[src/rtl/uart_tx_pkg.sv]
package uart_tx_pkg;

    localparam int unsigned BYTE_W = 8;

    // Control-bit positions (they select behaviour, so the positions are fixed)
    localparam int unsigned CTL_STOP  = 2;
    localparam int unsigned CTL_PAR   = 3;
    localparam int unsigned CTL_EVEN  = 4;
    localparam int unsigned CTL_STICK = 5;
    localparam int unsigned CTL_BRK   = 6;
    localparam int unsigned CTL_DLAB  = 7;

    typedef enum logic [2:0] {
        ST_IDLE,
        ST_START,
        ST_DATA,
        ST_PARITY,
        ST_STOP
    } tx_state_t;

    typedef struct packed {
        logic [1:0] len_code;
        logic       stop_ext;
        logic       par_on;
        logic       par_even;
        logic       par_stick;
    } frame_fmt_t;

    function automatic frame_fmt_t decode_fmt(input logic [BYTE_W-1:0] ctl);
        frame_fmt_t f;
        f.len_code  = ctl[1:0];
        f.stop_ext  = ctl[CTL_STOP];
        f.par_on    = ctl[CTL_PAR];
        f.par_even  = ctl[CTL_EVEN];
        f.par_stick = ctl[CTL_STICK];
        return f;
    endfunction

    function automatic logic [BYTE_W-1:0] len_mask(input logic [1:0] len_code);
        return 8'hFF >> (2'd3 - len_code);
    endfunction

    function automatic logic calc_parity(input logic [BYTE_W-1:0] masked,
                                         input frame_fmt_t f);
        if (f.par_stick)
            return !f.par_even;
        return f.par_even ? ^masked : ~^masked;
    endfunction

endpackage

[src/rtl/uart_tx_fmt_reg.sv]
module uart_tx_fmt_reg
    import uart_tx_pkg::*;
(
    input  logic              clk,
    input  logic              rst_n,
    input  logic              load,
    input  logic [BYTE_W-1:0] ctl_i,
    input  logic [BYTE_W-1:0] data_i,
    output frame_fmt_t        fmt_o,
    output logic              par_o,
    output logic [BYTE_W-1:0] masked_o
);
    frame_fmt_t live_fmt;

    always_comb begin
        live_fmt = decode_fmt(ctl_i);
        masked_o = data_i & len_mask(live_fmt.len_code);
    end

    always_ff @(posedge clk or negedge rst_n) begin
        if (!rst_n) begin
            fmt_o <= '0;
            par_o <= 1'b0;
        end else if (load) begin
            fmt_o <= live_fmt;
            par_o <= calc_parity(masked_o, live_fmt);
        end
    end
endmodule

[src/rtl/uart_tx_bit_timer.sv]
module uart_tx_bit_timer #(
    parameter int unsigned CNT_W = 6
) (
    input  logic             clk,
    input  logic             rst_n,
    input  logic             clear,
    input  logic             tick,
    input  logic [CNT_W-1:0] limit,
    output logic             phase_end
);
    logic [CNT_W-1:0] cnt_q;

    assign phase_end = tick && !clear && (cnt_q == limit - 1'b1);

    always_ff @(posedge clk or negedge rst_n) begin
        if (!rst_n)
            cnt_q <= '0;
        else if (clear || phase_end)
            cnt_q <= '0;
        else if (tick)
            cnt_q <= cnt_q + 1'b1;
    end
endmodule

[src/rtl/uart_tx_shifter.sv]
module uart_tx_shifter #(
    parameter int unsigned WIDTH = 8
) (
    input  logic             clk,
    input  logic             rst_n,
    input  logic             load,
    input  logic             shift,
    input  logic [WIDTH-1:0] din,
    output logic             lsb_o
);
    logic [WIDTH-1:0] sr_q;

    assign lsb_o = sr_q[0];

    always_ff @(posedge clk or negedge rst_n) begin
        if (!rst_n)
            sr_q <= '0;
        else if (load)
            sr_q <= din;
        else if (shift)
            sr_q <= {1'b0, sr_q[WIDTH-1:1]};
    end
endmodule

[src/rtl/uart_tx_framer.sv]
module uart_tx_framer
    import uart_tx_pkg::*;
#(
    parameter int unsigned TICKS_PER_BIT = 16
) (
    input  logic              clk,
    input  logic              rst_n,
    input  logic              baud_tick_i,
    input  logic [BYTE_W-1:0] ctl_i,
    input  logic [BYTE_W-1:0] tx_data_i,
    input  logic              tx_valid_i,
    output logic              tx_ready_o,
    output logic              tx_o,
    output logic              busy_o,
    output logic              dlab_o
);
    localparam int unsigned CNT_W = $clog2(2 * TICKS_PER_BIT) + 1;
    localparam logic [CNT_W-1:0] T_ONE   = CNT_W'(TICKS_PER_BIT);
    localparam logic [CNT_W-1:0] T_ONEHF = CNT_W'(TICKS_PER_BIT + TICKS_PER_BIT / 2);
    localparam logic [CNT_W-1:0] T_TWO   = CNT_W'(2 * TICKS_PER_BIT);

    tx_state_t        state_q, state_d;
    frame_fmt_t       fmt_q;
    logic             par_q, data_bit, phase_end, accept, last_bit, line;
    logic [2:0]       bit_idx_q;
    logic [CNT_W-1:0] limit;
    logic [BYTE_W-1:0] masked;

    assign accept   = (state_q == ST_IDLE) && tx_valid_i;
    assign last_bit = (bit_idx_q == 3'd4 + {1'b0, fmt_q.len_code});

    uart_tx_fmt_reg fmt_i (
        .clk(clk), .rst_n(rst_n), .load(accept), .ctl_i(ctl_i),
        .data_i(tx_data_i), .fmt_o(fmt_q), .par_o(par_q), .masked_o(masked)
    );

    uart_tx_shifter #(.WIDTH(BYTE_W)) shift_i (
        .clk(clk), .rst_n(rst_n), .load(accept),
        .shift(state_q == ST_DATA && phase_end), .din(masked), .lsb_o(data_bit)
    );

    uart_tx_bit_timer #(.CNT_W(CNT_W)) timer_i (
        .clk(clk), .rst_n(rst_n), .clear(state_q == ST_IDLE),
        .tick(baud_tick_i), .limit(limit), .phase_end(phase_end)
    );

    always_comb begin
        if (state_q == ST_STOP && fmt_q.stop_ext)
            limit = (fmt_q.len_code == 2'b00) ? T_ONEHF : T_TWO;
        else
            limit = T_ONE;
    end

    // State register
    always_ff @(posedge clk or negedge rst_n) begin
        if (!rst_n) begin
            state_q   <= ST_IDLE;
            bit_idx_q <= '0;
        end else begin
            state_q <= state_d;
            if (state_q == ST_START)
                bit_idx_q <= '0;
            else if (state_q == ST_DATA && phase_end)
                bit_idx_q <= bit_idx_q + 1'b1;
        end
    end

    // Next-state logic
    always_comb begin
        state_d = state_q;
        unique case (state_q)
            ST_IDLE:   if (accept)    state_d = ST_START;
            ST_START:  if (phase_end) state_d = ST_DATA;
            ST_DATA:   if (phase_end && last_bit)
                           state_d = fmt_q.par_on ? ST_PARITY : ST_STOP;
            ST_PARITY: if (phase_end) state_d = ST_STOP;
            ST_STOP:   if (phase_end) state_d = ST_IDLE;
            default:   state_d = ST_IDLE;
        endcase
    end

    // Outputs
    always_comb begin
        unique case (state_q)
            ST_START:  line = 1'b0;
            ST_DATA:   line = data_bit;
            ST_PARITY: line = par_q;
            default:   line = 1'b1;
        endcase
        tx_o       = ctl_i[CTL_BRK] ? 1'b0 : line;
        busy_o     = (state_q != ST_IDLE);
        tx_ready_o = (state_q == ST_IDLE);
        dlab_o     = ctl_i[CTL_DLAB];
    end
endmodule

[config.mk]
export PLATFORM = sky130hd
export DESIGN_NAME = uart_tx_framer
export DESIGN_NICKNAME = d
export VERILOG_FILES = /design/src/rtl/uart_tx_pkg.sv /design/src/rtl/uart_tx_fmt_reg.sv /design/src/rtl/uart_tx_bit_timer.sv /design/src/rtl/uart_tx_shifter.sv /design/src/rtl/uart_tx_framer.sv
export SDC_FILE = /design/constraint.sdc
export NUM_CORES = 1
export LEC_CHECK = 0
export CAP_MARGIN = 10
export CORE_MARGIN = 8
export CORE_UTILIZATION = 55
export DETAILED_ROUTE_END_ITERATION = 10
export DONT_BUFFER_PORTS = 1
export PLACE_DENSITY_LB_ADDON = 0.05
export SYNTH_ARGS = -nofsm -noshare
export SYNTH_HDL_FRONTEND = slang
export SYNTH_SLANG_ARGS = --single-unit
[constraint.sdc]
create_clock -name clk -period 1.9 [get_ports clk]
set_clock_uncertainty 0.1 [all_clocks]
set_input_delay 0.19 -clock clk [delete_from_list [all_inputs] [get_ports clk]]
set_output_delay 0.19 -clock clk [all_outputs]
set_load 0.01 [all_outputs]
==> impl_metrics.ini <==
[outcome]
status = completed

[sta]
period_needed_ns = 1.86
relSlewSlack_pct = 58.3
period_share_pct = 98.1
whs_ns = 0.0347
maxSlewViolCount = 0
setup_viol = 0
worst_pin_slew_ns = 0.610
finalHoldViolCount = 0
rsz0062_at_grt = true
fmax_mhz = 536

[die]
ios = 24
chipWidth_um = 66.9
die_area_um2 = 4470
core_area_um2 = 2480
num_rows = 18
floorplan.initialDensity_pct = 57.5
die_h_um = 66.9

[final_layout]
fin_util_pct = 70.2
area_delta_synth_final_pct = 22.1
fin_nets = 190
fill_cells = 207
drive_gt1_share_pct = 16.8
antennaDiodeCount = 0

[detailed_routing]
met3_length_um = 205
vias_per_cell = 5.96
drc = 0
ant_nets = 0
num_vias = 1174
top_layer_used = met4
route.met2.wl_um = 1630
met1_length_um = 1320
drtIter0Drc = 67
drt-total-wl_um = 3200
post_drt_wl_per_cell_um = 16.3
first_pass_iters = 4

[global_route]
grtUsageTotal_pct = 15.8
antenna_found_initial = 0
grt_pass1_vias = 1240
grt-ovfl-total = 0
grt_pass1_wl_um = 5620
grt_max_degree = 26

[logic_synthesis]
synth_top_cell_by_area = dfrtp_1
ys_warn_count = 0
synth_edf_count = 0
synth.distinct_cells = 40
synth_nets = 165
netlist.area_leader.share_pct = 43.9
synth.top_cells.by_area = dfrtp_1 44%, mux2i_1 4.9%, nor2_1 4.2%
yosysSeqAreaShare_pct = 43.9
synth.avg_cell_area_um2 = 9.96
synthArstFlopShare_pct = 100
syn_area_um2 = 1420
synth-seq-cells = 25
synth_ff_type = dfrtp_1
postSynthCellCount = 143

[setup_path]
criticalPathCategory = flop to flop
endpoint_kind = flop
path_max_fanout = 9
cp.required_ns = 2.01
crit_family = simple AND/OR/NAND/NOR gates
cp.arrival_ns = 1.97
slowest_delay_ns = 0.42
cpMaxStageDelayCell = dfrtp_1
cp-start-kind = flop
worst-path-buf-inv = 0
path_cells = ha_2 > and4b_1 > and4bb_4 > or2_4 > a32oi_1 > o22ai_1
critPathLaunch = timer_i.cnt_q[1]
regToRegStartpoint = timer_i.cnt_q[1]

[placed_design]
portBuffers = 0
routabilityCongestion = 0.885
hpwl_um = 2140

[pwr]
peakVddDrop_v = 0.000733
p_leak_nw = 0.777
power_density_nw_per_um2 = 1090
finalPower_w = 0.00190

[cts]
h-tree-depth = 1
root_buffer = clkbuf_4
clk_latency_ns = 0.31
cts.path.max_buffers = 2
cts_buffers = 3
path_clk_slew_ns = 0.13
cts_sinks = 25
cts_tree = yes

[hold_path]
min_path_type = input pin to flop
holdCritStartpoint = tx_data_i[5]

[run]
maxCapViolCount = 0
-- cell usage after synthesis, types with 2 or more instances --
cell type / number
nor2_1: 16
mux2_2: 4
a21oi_1: 10
ha_1: 2
o211ai_1: 2
xor2_1: 5
o22ai_1: 3
a32oi_1: 2
nand4_1: 3
xnor2_1: 6
nand2_1: 6
nand3_1: 4
dfrtp_1: 25
clkbuf_1: 4
a22oi_1: 2
mux2i_1: 7
nor3_1: 10
o21ai_0: 5
inv_1: 5
o21a_1: 2
-- worst paths after layout --
path / cells past startpoint / slack, ns / endpoint
setup / recovery: 6 / 0.04 / bit_idx_q[2]
hold / removal: 2 / 0.03 / shift_i.sr_q[5]
setup reg to reg: 6 / 0.04 / bit_idx_q[2]
hold reg to reg: 2 / 0.42 / fmt_i.par_o
max in group asynchronous: 2 / 1.37 / shift_i.sr_q[3]
min in group asynchronous: 2 / 0.19 / timer_i.cnt_q[3]
-- area by class of cell --
| cell class | instances | area [um^2] | share of cell area, % |
|---|---|---|---|
| Tap cell | 30 | 37.5 | 2.16 |
| Multi-Input combinational cell | 106 | 763 | 43.9 |
| Sequential cell | 25 | 626 | 36.0 |
| Timing Repair Buffer | 27 | 268 | 15.4 |
| Clock buffer | 4 | 26.3 | 1.51 |
| Inverter | 5 | 18.8 | 1.08 |
-- report_power, final --
group	leakage, nW	internal, W	switching (W)
registers	0.309	0.000741	0.000161
logic	0.452	0.000390	0.000365
clock network	0.0150	0.0000820	0.000157
total	0.777	0.00121	0.000683
-- logic make-up (layout without fill, tap and decap cells) --
kind of cell | Yosys count | in the layout | synth area share (%)
xor gates and xnor gates | 12 | 12 | 8.35
and+or+nand+nor | 46 | 46 | 17.1
muxes | 11 | 11 | 8.08
DFF | 25 | 25 | 43.9
adders and majority gates | 2 | 2 | 1.76
AOI/OAI and AO/OA | 35 | 35 | 16.7
buffers and inverters | 12 | 36 | 4.04
-- timing repair --
action	4_1_cts	5_1_grt
endpoints found under the setup margin	1	10
setup buffers	1	2
gates resized for setup	0	5
pin swaps	0	8
endpoints found under the hold margin	40	0
hold buffers	17	0
-- worst reg2reg max path, stage by stage, from the launching register on --
cell	delay [ns]
dfrtp_1	0.42
ha_2	0.19
and4b_1	0.22
and4bb_4	0.22
or2_4	0.29
a32oi_1	0.21
o22ai_1	0.11
-- through the flow --
step / area (um^2) / setup TNS (ns) / std cells / worst slack (ns)
6_report: 1740 / 0 / 197 / 0.0354
5_1_grt: 1740 / -0.378 / 197 / -0.0576
4_1_cts: 1690 / 0 / 195 / 0.00214
3_5_place_dp: 1480 / 0 / 173 / 0.0167
3_3_place_gp: 1480 / 0 / 173 / 0.0650
2_1_floorplan: 1420 / 0 / 143 / 0.0311
-- routing by layer --
metal	track usage [%]	vias up
met5	0	-
met4	6.27	0
met3	3.69	6
met2	26.9	34
met1	18.6	566
li1	-	568
-- layout by cell type (no fill, tap or decap), types with 2 or more instances in the layout --
cell,synthesis,layout
nor3_2,1,2
mux2_2,4,4
clkbuf_4,0,3
buf_12,0,2
a21oi_1,10,10
inv_1,5,5
o22ai_1,3,3
nand4_1,3,3
nand2_1,6,6
dfrtp_1,25,25
nand3_1,4,4
o21ai_0,5,5
dlygate4sd3_1,0,16
o21a_1,2,2
xor2_1,5,5
mux2i_1,7,7
o211ai_1,2,2
a22oi_1,2,2
nor3_1,10,9
nor2_1,16,16
xnor2_1,6,6
buf_4,1,9
-- sequential cells by signal, indices dropped and copies added, names as in the netlist --
register / flops
bit_idx_q: 3
fmt_i.fmt_o: 4
timer_i.cnt_q: 6
shift_i.sr_q: 8
state_q: 3
fmt_i.par_o: 1
(Power assumes the default switching activity.)
